`config.mk`:
```
export PLATFORM = sky130hd
export DESIGN_NAME = atomic_rmw_unit
export DESIGN_NICKNAME = d
export VERILOG_FILES = /design/src/rtl/atom_pkg.sv /design/src/rtl/atom_decode.sv /design/src/rtl/atom_alu.sv /design/src/rtl/atom_seq.sv /design/src/rtl/atomic_rmw_unit.sv
export SDC_FILE = /design/constraint.sdc
export NUM_CORES = 1
export LEC_CHECK = 0
export ABC_AREA = 0
export ABC_CLOCK_PERIOD_IN_PS = 8160
export CAP_MARGIN = 20
export CORE_MARGIN = 10
export CORE_UTILIZATION = 45
export DETAILED_ROUTE_END_ITERATION = 10
export DONT_BUFFER_PORTS = 1
export HOLD_SLACK_MARGIN = 0.02
export PLACE_DENSITY = 0.64
export SLEW_MARGIN = 20
export SYNTH_ARGS = -nofsm -noshare
export SYNTH_HDL_FRONTEND = slang
export SYNTH_SLANG_ARGS = --single-unit
```
`constraint.sdc`:
```
create_clock -name clk -period 8.16 [get_ports clk]
set_clock_uncertainty 0.05 [all_clocks]
set_input_delay 1.632 -clock clk [delete_from_list [all_inputs] [get_ports clk]]
set_output_delay 1.632 -clock clk [all_outputs]
set_load 0.01 [all_outputs]
```
`src/rtl/atom_pkg.sv`:
```
package atom_pkg;

  localparam logic [7:0] OPC_ATOM_WORD  = 8'hC3;
  localparam logic [7:0] OPC_ATOM_DWORD = 8'hDB;

  localparam logic [7:0] IMM_ADD  = 8'h00;
  localparam logic [7:0] IMM_OR   = 8'h40;
  localparam logic [7:0] IMM_AND  = 8'h50;
  localparam logic [7:0] IMM_XOR  = 8'hA0;
  localparam logic [7:0] IMM_XCHG = 8'hE1;
  localparam logic [7:0] IMM_CMPX = 8'hF1;

  typedef enum logic [2:0] {
    OP_ADD, OP_OR, OP_AND, OP_XOR, OP_XCHG, OP_CMPX
  } rmw_op_e;

  typedef struct packed {
    rmw_op_e op;
    logic    fetch;
    logic    dword;
    logic    illegal;
  } atom_ctl_t;

  typedef enum logic [2:0] {
    ST_IDLE, ST_LOCK, ST_READ, ST_CALC, ST_WRITE, ST_RESP
  } seq_state_e;

endpackage

```
`src/rtl/atom_decode.sv`:
```
module atom_decode
  import atom_pkg::*;
#(
  parameter int IMM_W = 32
) (
  input  logic [7:0]       opcode,
  input  logic [IMM_W-1:0] imm,
  output atom_ctl_t        ctl
);

  localparam int HI_W = IMM_W - 8;

  logic       opc_ok;
  logic       imm_hi_zero;
  logic [7:0] code;
  logic [7:0] code_nf;

  assign code        = imm[7:0];
  assign code_nf     = {code[7:1], 1'b0};
  assign imm_hi_zero = (imm[IMM_W-1:8] == {HI_W{1'b0}});
  assign opc_ok      = (opcode == OPC_ATOM_WORD) || (opcode == OPC_ATOM_DWORD);

  always_comb begin
    ctl.op      = OP_ADD;
    ctl.fetch   = code[0];
    ctl.dword   = (opcode == OPC_ATOM_DWORD);
    ctl.illegal = 1'b0;
    if (code == IMM_XCHG) begin
      ctl.op = OP_XCHG;
    end else if (code == IMM_CMPX) begin
      ctl.op = OP_CMPX;
    end else begin
      unique case (code_nf)
        IMM_ADD: ctl.op = OP_ADD;
        IMM_OR:  ctl.op = OP_OR;
        IMM_AND: ctl.op = OP_AND;
        IMM_XOR: ctl.op = OP_XOR;
        default: ctl.illegal = 1'b1;
      endcase
    end
    if (!opc_ok || !imm_hi_zero) ctl.illegal = 1'b1;
  end

endmodule

```
`src/rtl/atom_alu.sv`:
```
module atom_alu
  import atom_pkg::*;
#(
  parameter int DATA_W = 64
) (
  input  atom_ctl_t          ctl,
  input  logic [DATA_W-1:0]  old_raw,
  input  logic [DATA_W-1:0]  src_raw,
  input  logic [DATA_W-1:0]  r0_raw,
  output logic [DATA_W-1:0]  new_val,
  output logic [DATA_W-1:0]  old_ext,
  output logic               do_write
);

  localparam int HALF_W = DATA_W / 2;

  logic [DATA_W-1:0] old_v;
  logic [DATA_W-1:0] src_v;
  logic [DATA_W-1:0] r0_v;

  function automatic logic [DATA_W-1:0] narrow(input logic [DATA_W-1:0] v, input logic wide);
    return wide ? v : {{HALF_W{1'b0}}, v[HALF_W-1:0]};
  endfunction

  assign old_v   = narrow(old_raw, ctl.dword);
  assign src_v   = narrow(src_raw, ctl.dword);
  assign r0_v    = narrow(r0_raw, ctl.dword);
  assign old_ext = old_v;

  always_comb begin
    do_write = 1'b1;
    unique case (ctl.op)
      OP_ADD:  new_val = narrow(old_v + src_v, ctl.dword);
      OP_OR:   new_val = old_v | src_v;
      OP_AND:  new_val = old_v & src_v;
      OP_XOR:  new_val = old_v ^ src_v;
      OP_XCHG: new_val = src_v;
      OP_CMPX: begin
        new_val  = src_v;
        do_write = (old_v == r0_v);
      end
      default: begin
        new_val  = old_v;
        do_write = 1'b0;
      end
    endcase
  end

endmodule

```
`src/rtl/atom_seq.sv`:
```
module atom_seq
  import atom_pkg::*;
(
  input  logic clk,
  input  logic rst_n,
  input  logic cmd_valid,
  input  logic cmd_illegal,
  input  logic lock_gnt,
  input  logic rsp_ready,
  input  logic wr_needed,
  output logic cmd_ready,
  output logic take_cmd,
  output logic take_result,
  output logic lock_req,
  output logic mem_en,
  output logic mem_we,
  output logic rsp_valid
);

  seq_state_e state_q, state_d;

  always_comb begin
    state_d = state_q;
    unique case (state_q)
      ST_IDLE:  if (cmd_valid) state_d = cmd_illegal ? ST_RESP : ST_LOCK;
      ST_LOCK:  if (lock_gnt) state_d = ST_READ;
      ST_READ:  state_d = ST_CALC;
      ST_CALC:  state_d = ST_WRITE;
      ST_WRITE: state_d = ST_RESP;
      ST_RESP:  if (rsp_ready) state_d = ST_IDLE;
      default:  state_d = ST_IDLE;
    endcase
  end

  always_ff @(posedge clk) begin
    if (!rst_n) state_q <= ST_IDLE;
    else        state_q <= state_d;
  end

  assign cmd_ready   = (state_q == ST_IDLE);
  assign take_cmd    = cmd_ready && cmd_valid;
  assign take_result = (state_q == ST_CALC);
  assign lock_req    = (state_q == ST_LOCK) || (state_q == ST_READ) ||
                       (state_q == ST_CALC) || (state_q == ST_WRITE);
  assign mem_en      = (state_q == ST_READ) || ((state_q == ST_WRITE) && wr_needed);
  assign mem_we      = (state_q == ST_WRITE);
  assign rsp_valid   = (state_q == ST_RESP);

endmodule

```
`src/rtl/atomic_rmw_unit.sv`:
```
module atomic_rmw_unit
  import atom_pkg::*;
#(
  parameter int DATA_W = 64,
  parameter int ADDR_W = 64,
  parameter int OFF_W  = 16,
  parameter int IMM_W  = 32
) (
  input  logic              clk,
  input  logic              rst_n,
  input  logic              cmd_valid,
  output logic              cmd_ready,
  input  logic [7:0]        cmd_opcode,
  input  logic [IMM_W-1:0]  cmd_imm,
  input  logic [ADDR_W-1:0] cmd_base,
  input  logic [OFF_W-1:0]  cmd_offset,
  input  logic [DATA_W-1:0] cmd_src,
  input  logic [DATA_W-1:0] cmd_r0,
  output logic              rsp_valid,
  input  logic              rsp_ready,
  output logic              rsp_illegal,
  output logic              rsp_src_we,
  output logic [DATA_W-1:0] rsp_src_data,
  output logic              rsp_r0_we,
  output logic [DATA_W-1:0] rsp_r0_data,
  output logic              lock_req,
  input  logic              lock_gnt,
  output logic              mem_en,
  output logic              mem_we,
  output logic              mem_dword,
  output logic [ADDR_W-1:0] mem_addr,
  output logic [DATA_W-1:0] mem_wdata,
  input  logic [DATA_W-1:0] mem_rdata
);

  localparam int EXT_W = ADDR_W - OFF_W;

  atom_ctl_t         ctl_in, ctl_q;
  logic [ADDR_W-1:0] addr_q;
  logic [DATA_W-1:0] src_q, r0_q;
  logic [DATA_W-1:0] new_val, old_ext;
  logic [DATA_W-1:0] new_q, old_q;
  logic              do_write, wr_q;
  logic              take_cmd, take_result;

  atom_decode #(.IMM_W(IMM_W)) u_dec (
    .opcode (cmd_opcode),
    .imm    (cmd_imm),
    .ctl    (ctl_in)
  );

  atom_seq u_seq (
    .clk         (clk),
    .rst_n       (rst_n),
    .cmd_valid   (cmd_valid),
    .cmd_illegal (ctl_in.illegal),
    .lock_gnt    (lock_gnt),
    .rsp_ready   (rsp_ready),
    .wr_needed   (wr_q),
    .cmd_ready   (cmd_ready),
    .take_cmd    (take_cmd),
    .take_result (take_result),
    .lock_req    (lock_req),
    .mem_en      (mem_en),
    .mem_we      (mem_we),
    .rsp_valid   (rsp_valid)
  );

  atom_alu #(.DATA_W(DATA_W)) u_alu (
    .ctl      (ctl_q),
    .old_raw  (mem_rdata),
    .src_raw  (src_q),
    .r0_raw   (r0_q),
    .new_val  (new_val),
    .old_ext  (old_ext),
    .do_write (do_write)
  );

  always_ff @(posedge clk) begin
    if (!rst_n) begin
      ctl_q  <= '0;
      addr_q <= '0;
      src_q  <= '0;
      r0_q   <= '0;
    end else if (take_cmd) begin
      ctl_q  <= ctl_in;
      addr_q <= cmd_base + {{EXT_W{cmd_offset[OFF_W-1]}}, cmd_offset};
      src_q  <= cmd_src;
      r0_q   <= cmd_r0;
    end
  end

  always_ff @(posedge clk) begin
    if (!rst_n) begin
      new_q <= '0;
      old_q <= '0;
      wr_q  <= 1'b0;
    end else if (take_cmd) begin
      wr_q  <= 1'b0;
    end else if (take_result) begin
      new_q <= new_val;
      old_q <= old_ext;
      wr_q  <= do_write;
    end
  end

  assign mem_addr     = addr_q;
  assign mem_dword    = ctl_q.dword;
  assign mem_wdata    = new_q;

  assign rsp_illegal  = ctl_q.illegal;
  assign rsp_src_we   = !ctl_q.illegal && ctl_q.fetch && (ctl_q.op != OP_CMPX);
  assign rsp_r0_we    = !ctl_q.illegal && (ctl_q.op == OP_CMPX);
  assign rsp_src_data = old_q;
  assign rsp_r0_data  = old_q;

endmodule

```
; Word-level counts from Yosys, hierarchy flattened
; Index checks and enable logic that the tools add are counted.
[word_totals]
mem_bits_ro = 0
word_cells = 82
memories = 0
latch_bits = 0
output_inout_bits = 265
register_bits = 330
in_bits = 317
mem_bits_rw = 0
[classes]
n_lt_le_gt_ge = 0
n_shift = 0
bitwise = 5
addsub = 2
n_mux = 18
mul = 0
div = 0
reduce_logical = 24
n_eq_ne = 22
[ops]
columns = operator, n
row1 = case mux 64 bit (5 select lines), 1
row2 = 2-to-1 mux 64 bit, 4
row3 = adder 64 bit, 2
row4 = AND 64 bit, 1
row5 = equality test 64 bit, 1
row6 = OR 64 bit, 1
row7 = bitwise XOR 64 bit, 1
row8 = equality test 8 bit (second input constant), 4
row9 = logical NOT 24 bit, 1
row10 = 2-to-1 mux 3 bit, 6
row11 = case mux 3 bit (6 select lines), 1
row12 = equality test 7 x 6 -> 1 bit (second input constant), 2
row13 = equality test 3 x 2 -> 1 bit (second input constant), 4
row14 = equality test 3 bit (second input constant), 4
row15 = logical NOT 8 bit, 1
row16 = equality test 7 bit (second input constant), 1
row17 = equality test 3 x 1 -> 1 bit (second input constant), 2
row18 = logical NOT 3 bit, 2
row19 = logical OR 1 bit, 6
row20 = case mux 2 bit (3 select lines), 1
row21 = logical AND 1 bit, 5
row22 = OR reduction 5 bit, 1
row23 = 2-to-1 mux 1 bit, 4
row24 = inequality test 2 bit (second input constant), 2
row25 = 9 further kinds, 13

; Logic depth before layout (Yosys ltp)
[logic_depth]
ltp_word = 9
depth_mapped = 16
ltp_nobuf = 13

; Hierarchy
; From an unflattened synthesis, not the netlist that was laid out.
[hier_totals]
cells_unflattened = 3206
area_unflattened_um2 = 25413.1
[modules_own_cells]
columns = mod, area_each_um2, seq_area_each_um2, cells_each, n_inst
row1 = atomic_rmw_unit, 16031.6, 6546.3, 1800, 1
row2 = atom_alu, 8902.3, 0.0, 1341, 1
row3 = atom_seq, 244.0, 60.1, 32, 1
row4 = atom_decode, 235.2, 0.0, 33, 1

; Least setup slack after synthesis
; OpenSTA, ideal clock, no wires.
[synth_path]
kind = input -> register
start = input port mem_rdata[0]
end = register new_q[42], in the netlist mem_wdata[42]
t_required_ps = 7982
path_buffers = 0
setup_ps = 128
path_stages = 13
setup_slack_ps = 3803
arrival_time_ps = 4179
cell_sequence = ha_1 > inv_1 > fa_1 > nand2b_1 > a21oi_1 > o2111ai_1 > a22o_1 > o21ai_1 > a21boi_1 > o31a_1 > o41a_1 > mux2i_1 > o21ai_0
[synth_via]
elab_chain_cells = 4
[synth_rtl]
columns = item, line
row1 = start: declaration, atomic_rmw_unit.sv:33  ; input logic [DATA_W-1:0] mem_rdata
row2 = 2-to-1 mux 64 bit, atom_alu.sv:22  ; return wide ? v : {{HALF_W{1'b0}}, v[HALF_W-1:0]};
row3 = adder 64 bit, atom_alu.sv:33  ; OP_ADD: new_val = narrow(old_v + src_v, ctl.dword);
row4 = 2-to-1 mux 64 bit, atom_alu.sv:22
row5 = case mux 64 bit (5 select lines), atom_alu.sv:32  ; unique case (ctl.op)
row6 = end signal: assignment, atomic_rmw_unit.sv:101  ; new_q <= new_val;
row7 = end: declaration, atomic_rmw_unit.sv:42  ; logic [DATA_W-1:0] new_q, old_q;
; Every way passes these cells.
; A chain may end at the register's enable or synchronous reset.

; Final worst setup path
[layout_path]
start = input port mem_rdata[3]
end = register new_q[63], in the netlist mem_wdata[63]
; The elaborated chain is that of the path after synthesis.

==> out/metrics.cfg <==
[placed_design]
gp_routability_congestion = 1.01
hpwlAfterDp_um = 74700
pre_cts_slack_ns = 3.02
port_buffers = 0

[logic_synthesis]
synth_largest_type_area_fraction_pct = 27.9
ys_warn_count = 0
synth-edff-count = 0
dominantRegCellSynth = sky130_fd_sc_hd__dfxtp_1
yosysUniqueCellTypes = 79
synth_area_per_cell_um2 = 7.77
ys_top_cells_by_count = 411 x sky130_fd_sc_hd__nand2_1, 330 x sky130_fd_sc_hd__dfxtp_1, 242 x sky130_fd_sc_hd__o21ai_0
synthDominantAreaCellType = sky130_fd_sc_hd__dfxtp_1
number_of_standard_cells_after_synthesis = 3043
postSynthNetCount = 3553
async_reset_ff_share_pct = 0
synth_seq_area_share_pct = 27.9
synth.ff_latch_count = 330
synth_area_um2 = 23700
synth_top_cells_by_area = sky130_fd_sc_hd__dfxtp_1 28%, sky130_fd_sc_hd__ha_1 10%, sky130_fd_sc_hd__nand2_1 6.5%
post-synth-top-count-cell = sky130_fd_sc_hd__nand2_1

[grt]
grt_pass1_wl_um = 143000
grt_util_all_layers_pct = 29.4
grt_max_degree = 119
first_global_vias = 21900
grt-ovfl-total = 0
antenna_found_initial = 20

[die]
ios = 582
design.die.area_um2 = 62100
die_w_um = 249
die_height_um = 249
start_util_pct = 45.7
floorplan.core_area_um2 = 51700
rows = 83

[critical_path]
crit_path_top_delay_cell = sky130_fd_sc_hd__a311oi_1
end_kind = flip-flop
worst_ep_arrival_time_ns = 5.02
slowest_delay_ns = 0.70
worst_path_buf_inv = 1
worstPathCellList = inv_1 -> ha_1 -> and3_1 -> a221o_1 -> a21o_1 -> nand4_1 -> a2111oi_2 -> o21ai_1 -> a311oi_1 -> a311oi_1 -> xor2_1 -> o21ai_0
worst-endpoint-required_ns = 8.59
worst_path_most_repeated_cell = sky130_fd_sc_hd__a311oi_1
critical_path.max_fanout = 6
timing.critical_path.max_delay_family = compound AO/OA/AOI/OAI gates
worstSetupPathType = primary input to flip-flop
setup.worst_path.start_class = primary input

[cells_and_area]
final_layout_size_suffix_gt1_share_pct = 5.29
final_net_count = 3353
area_growth_syn_to_layout_pct = 4.91

[clock_network]
post-cts-setup-buffers = 0
tritoncts_clock_tree = built
cts_resized = 0
clockRootBuffer = sky130_fd_sc_hd__clkbuf_16
cts_hold_repair.buffers = 0
insertion_delay_ns = 0.57
cts_htree_levels = 2
numCtsBuffers = 39
cts.path.max_buffers = 3
clkSinkCount = 330
cts.reportedPaths.clkPinSlew_ns = 0.06

[power]
worst_ir_drop_vdd_mv = 0.169
power.leakage_nw = 10.3
power.total_mw = 4.55
switching_power_mw = 1.40
intPower_mw = 3.14
comb_power_share_pct = 18.7
fraction_of_power_spent_switching_nets_pct = 30.8
pwr-share-clk_pct = 40.2
seqPwrFrac_pct = 41.1
power_density_of_the_placed_cells_nw_per_um2 = 183

[routing]
dr_total_vias = 22600
detail_route.drc_violations = 0
drtAntennaViolNets = 0
detail_route.wirelength_um = 97400
drt_first_iter_violations = 2153
firstDrtPassIters = 6
routed_via_density = 6.36
avgRoutedWirePerCell_um = 27.4

[timing]
grt_setup_unrepaired = no
final.setup.tns_ns = 0
final_hold_viol_count = 0
slew_of_the_pin_with_the_lowest_slew_margin_ns = 1.14
setup_violations = 0
post-route-worst-setup-slack_ns = 3.57
maxSlewViolCount = 0
fmax_mhz = 218
final.period_utilization_pct = 56.3
timing.max_slew.rel_slack_pct = 24.1
layout_min_cycle_time_ns = 4.59

[run]
max_cap_viol_count = 0

[min_path]
hp-class = flip-flop to flip-flop

[outcome]
outcome = finished, final reports clean

==> stage by stage <==
stage / util (%) / area, um^2 / hold WS (ns) / instances
floorplan: - / 23700 / 0.367 / 3043
global placement: 45.4 / 23500 / 0.383 / 3482
detailed placement: 45.4 / 23500 / 0.394 / 3482
CTS: 48.0 / 24800 / 0.408 / 3551
global route: 48.0 / 24800 / 0.440 / 3558
finish: 48.0 / 24800 / 0.409 / 3558
==> final timing paths <==
check,to,depth (start not counted),from,slack [ns]
worst max-delay path,mem_wdata[63],12,mem_rdata[3],3.57
worst min-delay path,ctl_q[2],2,ctl_q[2],0.41
worst max register to register,mem_wdata[50],11,mem_dword,3.68
worst min register to register,ctl_q[2],2,ctl_q[2],0.41
==> cells in the final DEF, fill, tap and decap left out, types with 40 or more instances in the layout <==
master	Yosys	final
sky130_fd_sc_hd__nand2_1	411	411
sky130_fd_sc_hd__dfxtp_1	330	326
sky130_fd_sc_hd__o21ai_0	242	242
sky130_fd_sc_hd__a21oi_1	225	225
sky130_fd_sc_hd__ha_1	191	191
sky130_fd_sc_hd__inv_1	183	183
sky130_fd_sc_hd__a22o_1	137	137
sky130_fd_sc_hd__nor2_1	135	134
sky130_fd_sc_hd__a21o_1	82	82
sky130_fd_sc_hd__xor2_1	82	82
sky130_fd_sc_hd__xnor2_1	78	78
sky130_fd_sc_hd__a21boi_0	72	71
sky130_fd_sc_hd__nand3_1	48	47
sky130_fd_sc_hd__nand4_1	42	42
sky130_fd_sc_hd__clkbuf_16	0	40
==> worst reg2reg max path, delay by kind of cell, from the launching register on <==
kind,cells,cell delay [ns]
AND/OR/NAND/NOR,5,1.70
AO/OA/AOI/OAI,4,1.08
buffers and inverters,1,0.61
flip-flops,1,0.37
adder cells (fa/ha/maj),1,0.57
==> area by class of cell <==
type                    instances  area, um^2
clock inverters                13         175
repair buffers                 20         150
inverters                     183         687
flip-flops and latches        330        6610
clock buffers                  56        1150
fillers                      5140       26900
well taps                     680         851
diodes                          7        17.5
multi-input cells            2269       15200
==> logic make-up (layout without fill, tap and decap cells) <==
logic type               count (synthesis)  after routing  share of synthesized area [%]
flip-flops                             330            330                           27.9
other                                    0              7                              0
XOR/XNOR                               160            160                           5.92
buffers and inverters                  444            272                           8.10
AO/OA/AOI/OAI                         1061           1061                           30.2
AND/OR/NAND/NOR                        808            808                           15.3
multiplexers                            47             47                           2.26
adder cells (fa/ha/maj)                193            193                           10.3
==> metal layers <==
metal / up-vias / track usage (%) / share of wire, %
li1: 10400 / - / -
met1: 11000 / 35.9 / 40
met2: 1037 / 48.2 / 47
met3: 150 / 10.0 / 10
met4: 22 / 8.23 / 2.4
met5: - / 0 / 0.17
==> power by group through the flow <==
stage / Combinational [mW] / Sequential (mW) / Clock, mW
6_report: 0.851 / 1.87 / 1.83
5_1_grt: 0.936 / 1.88 / 1.92
4_1_cts: 0.842 / 1.87 / 1.86
3_5_place_dp: 0.834 / 1.90 / 0
3_3_place_gp: 0.825 / 1.90 / 0
2_1_floorplan: 0.654 / 1.85 / 0
==> flip-flops by register name (all words and copies together), names as in the netlist <==
name,cells
wr_q,1
mem_addr,64
rsp_r0_data,64
ctl_q,4
src_q,64
mem_dword,1
r0_q,64
mem_wdata,64
rsp_illegal,1
u_seq.state_q,3
No activity file was read; power rests on OpenSTA's default activity.
